[src/rtl/lfsr_crc_pkg.sv]
package lfsr_crc_pkg;
  localparam int unsigned LFSR_W = 16;
  localparam int unsigned BYTE_W = 8;
  localparam int unsigned MODE_W = 2;

  typedef enum logic [MODE_W-1:0] {
    MODE_RAND   = 2'b00,
    MODE_STEP   = 2'b01,
    MODE_MANUAL = 2'b10,
    MODE_OFF    = 2'b11
  } mode_e;

  typedef enum logic [1:0] {
    ADR_LOW  = 2'd0,
    ADR_HIGH = 2'd1,
    ADR_MODE = 2'd2,
    ADR_NONE = 2'd3
  } addr_e;

  // One shift with data input; feedback applied through the mask.
  function automatic logic [LFSR_W-1:0] lfsr_step(input logic [LFSR_W-1:0] s,
                                                  input logic din,
                                                  input logic [LFSR_W-1:0] poly);
    logic fb;
    fb = s[LFSR_W-1] ^ din;
    return {s[LFSR_W-2:0], 1'b0} ^ (fb ? poly : '0);
  endfunction

  // n zero-input shifts, unrolled in hardware when n is constant.
  function automatic logic [LFSR_W-1:0] lfsr_advance(input logic [LFSR_W-1:0] s,
                                                     input int unsigned n,
                                                     input logic [LFSR_W-1:0] poly);
    logic [LFSR_W-1:0] t;
    t = s;
    for (int unsigned i = 0; i < n; i++) t = lfsr_step(t, 1'b0, poly);
    return t;
  endfunction

  // Fold one byte in, most significant bit first.
  function automatic logic [LFSR_W-1:0] crc_byte(input logic [LFSR_W-1:0] s,
                                                 input logic [BYTE_W-1:0] b,
                                                 input logic [LFSR_W-1:0] poly);
    logic [LFSR_W-1:0] t;
    t = s;
    for (int i = BYTE_W - 1; i >= 0; i--) t = lfsr_step(t, b[i], poly);
    return t;
  endfunction
endpackage

[src/rtl/lfsr_bus_decode.sv]
module lfsr_bus_decode
  import lfsr_crc_pkg::*;
(
  input  logic       wr_en,
  input  logic [1:0] wr_addr,
  input  logic       rd_en,
  input  logic [1:0] rd_addr,
  output logic       crc_wr,
  output logic       seed_wr,
  output logic       mode_wr,
  output logic       low_rd
);
  always_comb begin
    crc_wr  = wr_en && (wr_addr == ADR_HIGH);
    seed_wr = wr_en && (wr_addr == ADR_LOW);
    mode_wr = wr_en && (wr_addr == ADR_MODE);
    low_rd  = rd_en && (rd_addr == ADR_LOW);
  end
endmodule

[src/rtl/lfsr_mode_reg.sv]
module lfsr_mode_reg
  import lfsr_crc_pkg::*;
(
  input  logic              clk,
  input  logic              rst_n,
  input  logic              mode_wr,
  input  logic [MODE_W-1:0] mode_wval,
  output mode_e             mode
);
  always_ff @(posedge clk or negedge rst_n) begin
    if (!rst_n)               mode <= MODE_RAND;
    else if (mode_wr)         mode <= mode_e'(mode_wval);
    else if (mode == MODE_STEP) mode <= MODE_RAND;
  end

  // a pending single step is consumed after one cycle
  p_step_clears_r6: assert property (@(posedge clk) disable iff (!rst_n)
    (mode == MODE_STEP && !mode_wr) |=> (mode == MODE_RAND))
    else $error("single-step mode did not clear");

  // a mode write is taken as written
  p_mode_load_r6: assert property (@(posedge clk) disable iff (!rst_n)
    mode_wr |=> (mode == $past(mode_wval)))
    else $error("mode write not loaded");
endmodule

[src/rtl/lfsr_state.sv]
module lfsr_state
  import lfsr_crc_pkg::*;
#(
  parameter logic [LFSR_W-1:0] POLY       = 16'h8005,
  parameter int unsigned       RAND_STEPS = 13
) (
  input  logic              clk,
  input  logic              rst_n,
  input  mode_e             mode,
  input  logic              crc_wr,
  input  logic              seed_wr,
  input  logic              low_rd,
  input  logic [BYTE_W-1:0] wbyte,
  output logic [LFSR_W-1:0] state
);
  localparam int unsigned HALF = LFSR_W - BYTE_W;

  // Named update events, one of which (or none) fires per cycle.
  logic ev_hold, ev_crc, ev_seed, ev_single, ev_rand;
  logic [LFSR_W-1:0] state_nx;

  always_comb begin
    ev_hold   = (mode == MODE_OFF);
    ev_crc    = !ev_hold && crc_wr;
    ev_seed   = !ev_hold && !crc_wr && seed_wr;
    ev_single = !ev_hold && !crc_wr && !seed_wr && (mode == MODE_STEP);
    ev_rand   = !ev_hold && !crc_wr && !seed_wr && (mode == MODE_RAND) && low_rd;
  end

  always_comb begin
    state_nx = state;
    unique case (1'b1)
      ev_crc:    state_nx = crc_byte(state, wbyte, POLY);
      ev_seed:   state_nx = {state[HALF-1:0], wbyte};
      ev_single: state_nx = lfsr_advance(state, 1, POLY);
      ev_rand:   state_nx = lfsr_advance(state, RAND_STEPS, POLY);
      default:   state_nx = state;
    endcase
  end

  always_ff @(posedge clk or negedge rst_n) begin
    if (!rst_n) state <= '0;
    else        state <= state_nx;
  end

  // the update sources are mutually exclusive
  p_one_event_r9: assert property (@(posedge clk) disable iff (!rst_n)
    $onehot0({ev_crc, ev_seed, ev_single, ev_rand}))
    else $error("more than one update event");

  // off mode freezes the register
  p_off_hold_r7: assert property (@(posedge clk) disable iff (!rst_n)
    (mode == MODE_OFF) |=> $stable(state))
    else $error("register changed while off");

  // seeding shifts the low byte up
  p_seed_shift_r3: assert property (@(posedge clk) disable iff (!rst_n)
    (seed_wr && !crc_wr && mode != MODE_OFF) |=>
      (state[LFSR_W-1:BYTE_W] == $past(state[HALF-1:0])) && (state[BYTE_W-1:0] == $past(wbyte)))
    else $error("seed write did not shift");

  // manual mode ignores low reads
  p_manual_no_read_step_r8: assert property (@(posedge clk) disable iff (!rst_n)
    (mode == MODE_MANUAL && !crc_wr && !seed_wr) |=> $stable(state))
    else $error("manual mode register moved without a write");

  // a CRC write beats a read step in the same cycle
  p_crc_beats_read_r9: assert property (@(posedge clk) disable iff (!rst_n)
    (crc_wr && low_rd && mode == MODE_RAND) |=> (state == crc_byte($past(state), $past(wbyte), POLY)))
    else $error("read step overrode CRC write");
endmodule

[src/rtl/lfsr_readback.sv]
module lfsr_readback
  import lfsr_crc_pkg::*;
(
  input  logic [1:0]        rd_addr,
  input  logic [LFSR_W-1:0] state,
  input  mode_e             mode,
  output logic [BYTE_W-1:0] rd_data
);
  always_comb begin
    unique case (addr_e'(rd_addr))
      ADR_LOW:  rd_data = state[BYTE_W-1:0];
      ADR_HIGH: rd_data = state[LFSR_W-1:LFSR_W-BYTE_W];
      ADR_MODE: rd_data = {{(BYTE_W-MODE_W){1'b0}}, mode};
      default:  rd_data = '0;
    endcase
  end
endmodule

[src/rtl/lfsr_crc_engine.sv]
module lfsr_crc_engine
  import lfsr_crc_pkg::*;
#(
  parameter logic [LFSR_W-1:0] POLY       = 16'h8005,
  parameter int unsigned       RAND_STEPS = 13
) (
  input  logic              clk,
  input  logic              rst_n,
  input  logic              wr_en,
  input  logic [1:0]        wr_addr,
  input  logic [BYTE_W-1:0] wr_data,
  input  logic              rd_en,
  input  logic [1:0]        rd_addr,
  output logic [BYTE_W-1:0] rd_data
);
  logic              crc_wr, seed_wr, mode_wr, low_rd;
  mode_e             mode;
  logic [LFSR_W-1:0] state;

  lfsr_bus_decode u_dec (
    .wr_en   (wr_en),
    .wr_addr (wr_addr),
    .rd_en   (rd_en),
    .rd_addr (rd_addr),
    .crc_wr  (crc_wr),
    .seed_wr (seed_wr),
    .mode_wr (mode_wr),
    .low_rd  (low_rd)
  );

  lfsr_mode_reg u_mode (
    .clk       (clk),
    .rst_n     (rst_n),
    .mode_wr   (mode_wr),
    .mode_wval (wr_data[MODE_W-1:0]),
    .mode      (mode)
  );

  lfsr_state #(.POLY(POLY), .RAND_STEPS(RAND_STEPS)) u_state (
    .clk     (clk),
    .rst_n   (rst_n),
    .mode    (mode),
    .crc_wr  (crc_wr),
    .seed_wr (seed_wr),
    .low_rd  (low_rd),
    .wbyte   (wr_data),
    .state   (state)
  );

  lfsr_readback u_rb (
    .rd_addr (rd_addr),
    .state   (state),
    .mode    (mode),
    .rd_data (rd_data)
  );

  // leaving reset the register and mode are clear
  p_reset_clear_r1: assert property (@(posedge clk)
    $rose(rst_n) |-> (state == '0 && mode == MODE_RAND))
    else $error("reset state wrong");
endmodule

[config.mk]
export PLATFORM = sky130hd
export DESIGN_NAME = lfsr_crc_engine
export DESIGN_NICKNAME = d
export VERILOG_FILES = /design/src/rtl/lfsr_crc_pkg.sv /design/src/rtl/lfsr_bus_decode.sv /design/src/rtl/lfsr_mode_reg.sv /design/src/rtl/lfsr_state.sv /design/src/rtl/lfsr_readback.sv /design/src/rtl/lfsr_crc_engine.sv
export SDC_FILE = /design/constraint.sdc
export NUM_CORES = 1
export LEC_CHECK = 0
export ABC_AREA = 0
export BUFFER_PORTS_ARGS = -buffer_cell sky130_fd_sc_hd__buf_2
export CAP_MARGIN = 15
export CORE_ASPECT_RATIO = 1.4
export CORE_MARGIN = 2
export CORE_UTILIZATION = 32
export DETAILED_ROUTE_END_ITERATION = 12
export REMOVE_ABC_BUFFERS = 1
export SLEW_MARGIN = 20
export SYNTH_ARGS = -nofsm -noshare
export SYNTH_HDL_FRONTEND = slang
export SYNTH_SLANG_ARGS = --single-unit
[constraint.sdc]
create_clock -name clk -period 3.1 [get_ports clk]
set_input_delay 0.31 -clock clk [delete_from_list [all_inputs] [get_ports clk]]
set_output_delay 0.31 -clock clk [all_outputs]
set_load 0.005 [all_outputs]
-- Word-level counts from Yosys, hierarchy flattened
Index checks and enable logic that the tools add are counted.
Widths: inputs -> output; s select.
- output and inout port bits: 8
- word-level logic and storage cells: 81
- register bits: 18
- input port bits: 16
- bitwise logic cells: 29
- eq/ne operators: 6
- reduce and logical (&&, ||, !) cells: 19
- mux-type cells: 25
- operator list (kind ; number):
    $mux 16 ; 21
    $xor 16x16->16 ; 21
    $pmux 16 s4 ; 1
    $pmux 8 s3 ; 1
    $logic_and 1x1->1 ; 11
    $xor 1x1->1 ; 8
    $eq 2x1->1 const B ; 3
    $eq 2x2->1 const B ; 3
    $logic_not 2->1 ; 3
    $mux 2 ; 2
    $reduce_bool 4->1 ; 1
    $logic_not 1->1 ; 3
    $reduce_bool 2->1 ; 1

-- Logic depth before layout (Yosys ltp)
- depth in word-level cells: 27
- depth in mapped cells: 8
- depth with buffers taken out: 6

-- By module
From an unflattened synthesis, not the netlist that was laid out.
- cells, all modules: 173
- area total of the unflattened synthesis: 1669.1 um^2
- modules (own cells, without submodules) (module ; cells each ; times used ; area an instance (um^2) ; seq. area each (um^2)):
    lfsr_state ; 144 ; 1 ; 1408.9 ; 400.4
    lfsr_readback ; 19 ; 1 ; 145.1 ; 0.0
    lfsr_mode_reg ; 6 ; 1 ; 77.6 ; 50.0
    lfsr_bus_decode ; 4 ; 1 ; 37.5 ; 0.0

-- Worst setup path after synthesis
OpenSTA, ideal clock, no wires.
- path type: register -> register
- start: register u_state.state[9]
- end: register u_state.state[15]
- buffers on the path: 1
- stages on the path, launching flop included: 8
- required time: 2.996 ns
- library setup time: 0.104 ns
- data arrival time: 2.095 ns
- clock period less this slack: 2.199 ns
- setup slack: 0.901 ns
- cells stage by stage: dfrtp_1 buf_6 xnor2_2 xor2_2 xnor3_2 xor2_2 xnor2_1 a221oi_1
- cells in the longest elaborated chain, start to end: 21
- elaborated cells between the ends (all ways): 33
- classes of those cells: 10 x mux; 23 x bitwise
- ends and longest elaborated chain (element ; RTL line ; text):
    from (decl) ; lfsr_state.sv:14 ; output logic [LFSR_W-1:0] state
    from (signal assigned) ; lfsr_state.sv:43 ; else state <= state_nx;
    $xor 16x16->16 (6 in a row) ; lfsr_crc_pkg.sv:26 ; return {s[LFSR_W-2:0], 1'b0} ^ (fb ? poly : '0);
    $mux 16 ; lfsr_crc_pkg.sv:26 ;
    $xor 16x16->16 ; lfsr_crc_pkg.sv:26 ;
    $mux 16 ; lfsr_crc_pkg.sv:26 ;
    $xor 16x16->16 ; lfsr_crc_pkg.sv:26 ;
    $mux 16 ; lfsr_crc_pkg.sv:26 ;
    $xor 16x16->16 ; lfsr_crc_pkg.sv:26 ;
    $mux 16 ; lfsr_crc_pkg.sv:26 ;
    $xor 16x16->16 ; lfsr_crc_pkg.sv:26 ;
    $mux 16 ; lfsr_crc_pkg.sv:26 ;
    $xor 16x16->16 ; lfsr_crc_pkg.sv:26 ;
    $mux 16 ; lfsr_crc_pkg.sv:26 ;
    $xor 16x16->16 ; lfsr_crc_pkg.sv:26 ;
    $mux 16 ; lfsr_crc_pkg.sv:26 ;
    $xor 16x16->16 ; lfsr_crc_pkg.sv:26 ;
    $pmux 16 s4 * ; lfsr_state.sv:32 ; unique case (1'b1)
Every way passes the cells marked *; elsewhere a longest branch is shown, timed or not.
A chain may end at the register's enable or synchronous reset.

-- Final worst setup path
Ends and elaborated chain as after synthesis.

==> out/results.tsv <==
stage	metric	value	unit
floorplanning	core box area	5490	sq um
worst_setup_path	Startpoint Class	flip-flop	
timing	crit path time final	2.39	ns
drt	router iterations before antenna repair	7	
floorplanning	Cell Rows	32	
clocking	Hold Buf Count CTS	0	
worst_setup_path	Most common cell on crit path	xor2_2	
power	PD cells	1180	nW/um^2
drt	vias	1573	
worst_setup_path	Crit path max-delay family	XOR/XNOR gates	
clocking	CTS tree	yes	
finish	FILL cells	571	
synth	Ys Warns	0	
placement	placed instance area	1950	sq um
run	MaxCap Viol Count	0	
finish	layout cells sized above 1	22.4	%
global_route	first-pass GRT wire length	7.89	mm
clocking	CTS resizes	0	
timing	Final Hold Vio Count	18	
worst_setup_path	Buf/Inv on CP	0	
placement	Inst Count DP	278	
drt	wire per inst	17.7	um
clocking	Clk Latency, worst-skew pair	0.26	ns
floorplanning	I/O pin count	24	
power	Worst VDD drop	0.613	mV
clocking	total CTS buffers	3	
synth	Post-Syn Area	1820	sq um
drt	drt initial violations	130	
clocking	setup bufs post-CTS	0	
floorplanning	Die H	93.1	um
synth	count of unique library cells instantiated by Yosys	40	
synth	count leader, synth	xnor2_1	
synth	Yosys top cell area share	24.8	%
timing	Slew Limit Headroom	56.5	%
hold_path	HP Class	primary input to asynchronous set/reset pin	
clocking	maximum clock insertion buffer count	2	
clocking	clk slew on worst S/H paths	0.08	ns
drt	DRC	0	
clocking	H-Tree Level Count	1	
global_route	initial antenna violation count	0	
placement	hpwl dp	3.79	mm
finish	Non-Filler Instances	282	
run_status	status	finished, violations left	
worst_setup_path	CP max stage delay	0.53	ns
synth	syn_area_per_cell	9.08	sq um
synth	Seq/Total Area, Yosys	24.8	%
floorplanning	initial core utilization	33.1	%
global_route	pin count of the biggest net entering global routing	19	
timing	Layout Skew	0.00558	ns
synth	share of flip-flops with an asynchronous set or reset	100	%
global_route	vias in the first global route	1568	
finish	area delta synth->final	10.5	%
finish	ANT cells	0	
timing	Final Max Tran Viols	0	
synth	ys flop type	dfrtp_1	
worst_setup_path	Req. time, crit path	3.26	ns
synth	Syn Inst Count	200	
global_route	Tot GR Track Use	16.5	%
global_route	GRT Residual Overflow	0	
timing	Setup Viol. Count Final	0	
synth	Synth area leaders	dfrtp_1, xnor2_1, xor2_1	
worst_setup_path	WS Path Type	flip-flop to flip-flop	
synth	leading area contributor after synthesis	dfrtp_1	
synth	number of synthesized flops with an enable pin	0	
clocking	clk root buf	clkbuf_8	
timing	RSZ-0062 raised after global routing	no	
worst_setup_path	WP data arrival	2.55	ns
synth	register bit total from synthesis	18	
drt	antenna viol nets, final	0	
worst_setup_path	CP Cell Sequence	xnor2_2, xor2_2, xnor3_2, xor2_2, xnor2_1, a221oi_1	
run_status	failing checks	hold timing	
power	Pleak	0.853	nW
floorplanning	width of the chip	67.7	um
clocking	# clock sinks	18	
timing	Hold Slack	-0.0107	ns
floorplanning	die area	6300	sq um
placement	RD Place Congestion	0.871	
timing	final period utilization	77.1	%
worst_setup_path	Slowest cell on crit path	xnor3_2	
finish	cell area after layout	2010	sq um
worst_setup_path	CP Capture Type	flip-flop	
placement	PortBufs	23	
timing	fmax	418	MHz
finish	# nets final	231	
drt	Routed WL	4.99	mm
timing	worst slew pin tran	0.650	ns
worst_setup_path	CP max FO	7	
drt	vias per std cell	5.58	
timing	setup TNS	0	ns
synth	most frequent cells after synthesis	xnor2_1, nor2_1, dfrtp_1	
## flip-flops by register name, indices dropped and copies added, names as in the netlist
signal / flops
u_state.state: 16
u_mode.mode: 2
## layer usage
layer	routed length [um]	up-vias	track usage (%)
met5	0	-	0
met4	202	0	8.16
met3	187	14	1.56
met2	2640	49	29.1
met1	1970	765	19.3
li1	-	745	-
## cell usage in the layout (no fill, tap or decap), types with 7 or more instances in the layout
| master | count |
|---|---|
| xor2_1 | 14 |
| a222oi_1 | 8 |
| dfrtp_1 | 18 |
| a221oi_1 | 8 |
| buf_2 | 23 |
| xnor2_1 | 22 |
| nor2_1 | 21 |
| mux2i_1 | 10 |
| o21ai_0 | 7 |
| a21oi_1 | 13 |
| nand2_1 | 10 |
| nor3_1 | 8 |
## power breakdown
group,internal [mW],switching (mW)
Clock,0.113,0.0903
Combinational,0.837,0.771
Sequential,0.329,0.223
## worst reg2reg max path, delay by kind of cell, from the launching register on
kind	cells	cell delay, ns
AO/OA/AOI/OAI	1	0.29
flip-flops	1	0.48
XOR/XNOR	5	1.53
## per-stage QoR
step                setup slack [ns]  power, mW  utilization (%)
floorplan                      0.907       1.83                -
global placement               0.792       2.14             35.6
detailed placement             0.739       2.16             35.6
CTS                            0.728       2.37             36.6
global route                   0.595       2.57             36.6
finish                         0.710       2.36             36.6
## path summary, 6_finish.rpt
check	slack, ns	end	start	depth (start not counted)
max	0.71	u_state.state[15]	u_state.state[9]	6
min	-0.01	u_state.state[15]	rst_n	1
max reg2reg	0.71	u_state.state[15]	u_state.state[9]	6
min reg2reg	0.62	u_state.state[1]	u_state.state[1]	2
max in group asynchronous	2.79	u_state.state[14]	rst_n	1
min in group clk	0.35	u_mode.mode[0]	wr_data[0]	3
## area by class of cell
cell class	count	area (sq um)	share of cell area, %
tap	68	85.1	4.24
multi-input combinational	160	1250	62.4
timing repair buffer	27	145	7.23
sequential	18	450	22.4
clock buffer	4	55.1	2.74
inverter	5	18.8	0.935
## cells by family (layout without fill, tap and decap cells)
group,Yosys count,count (layout),synth area share [%]
flip-flops,18,18,24.8
AO/OA/AOI/OAI,49,49,19.4
XOR/XNOR,46,46,28.4
buffers and inverters,22,36,6.20
multiplexers,15,15,8.61
AND/OR/NAND/NOR,50,50,12.5
Note: power is estimated with default switching activity, not from simulation.
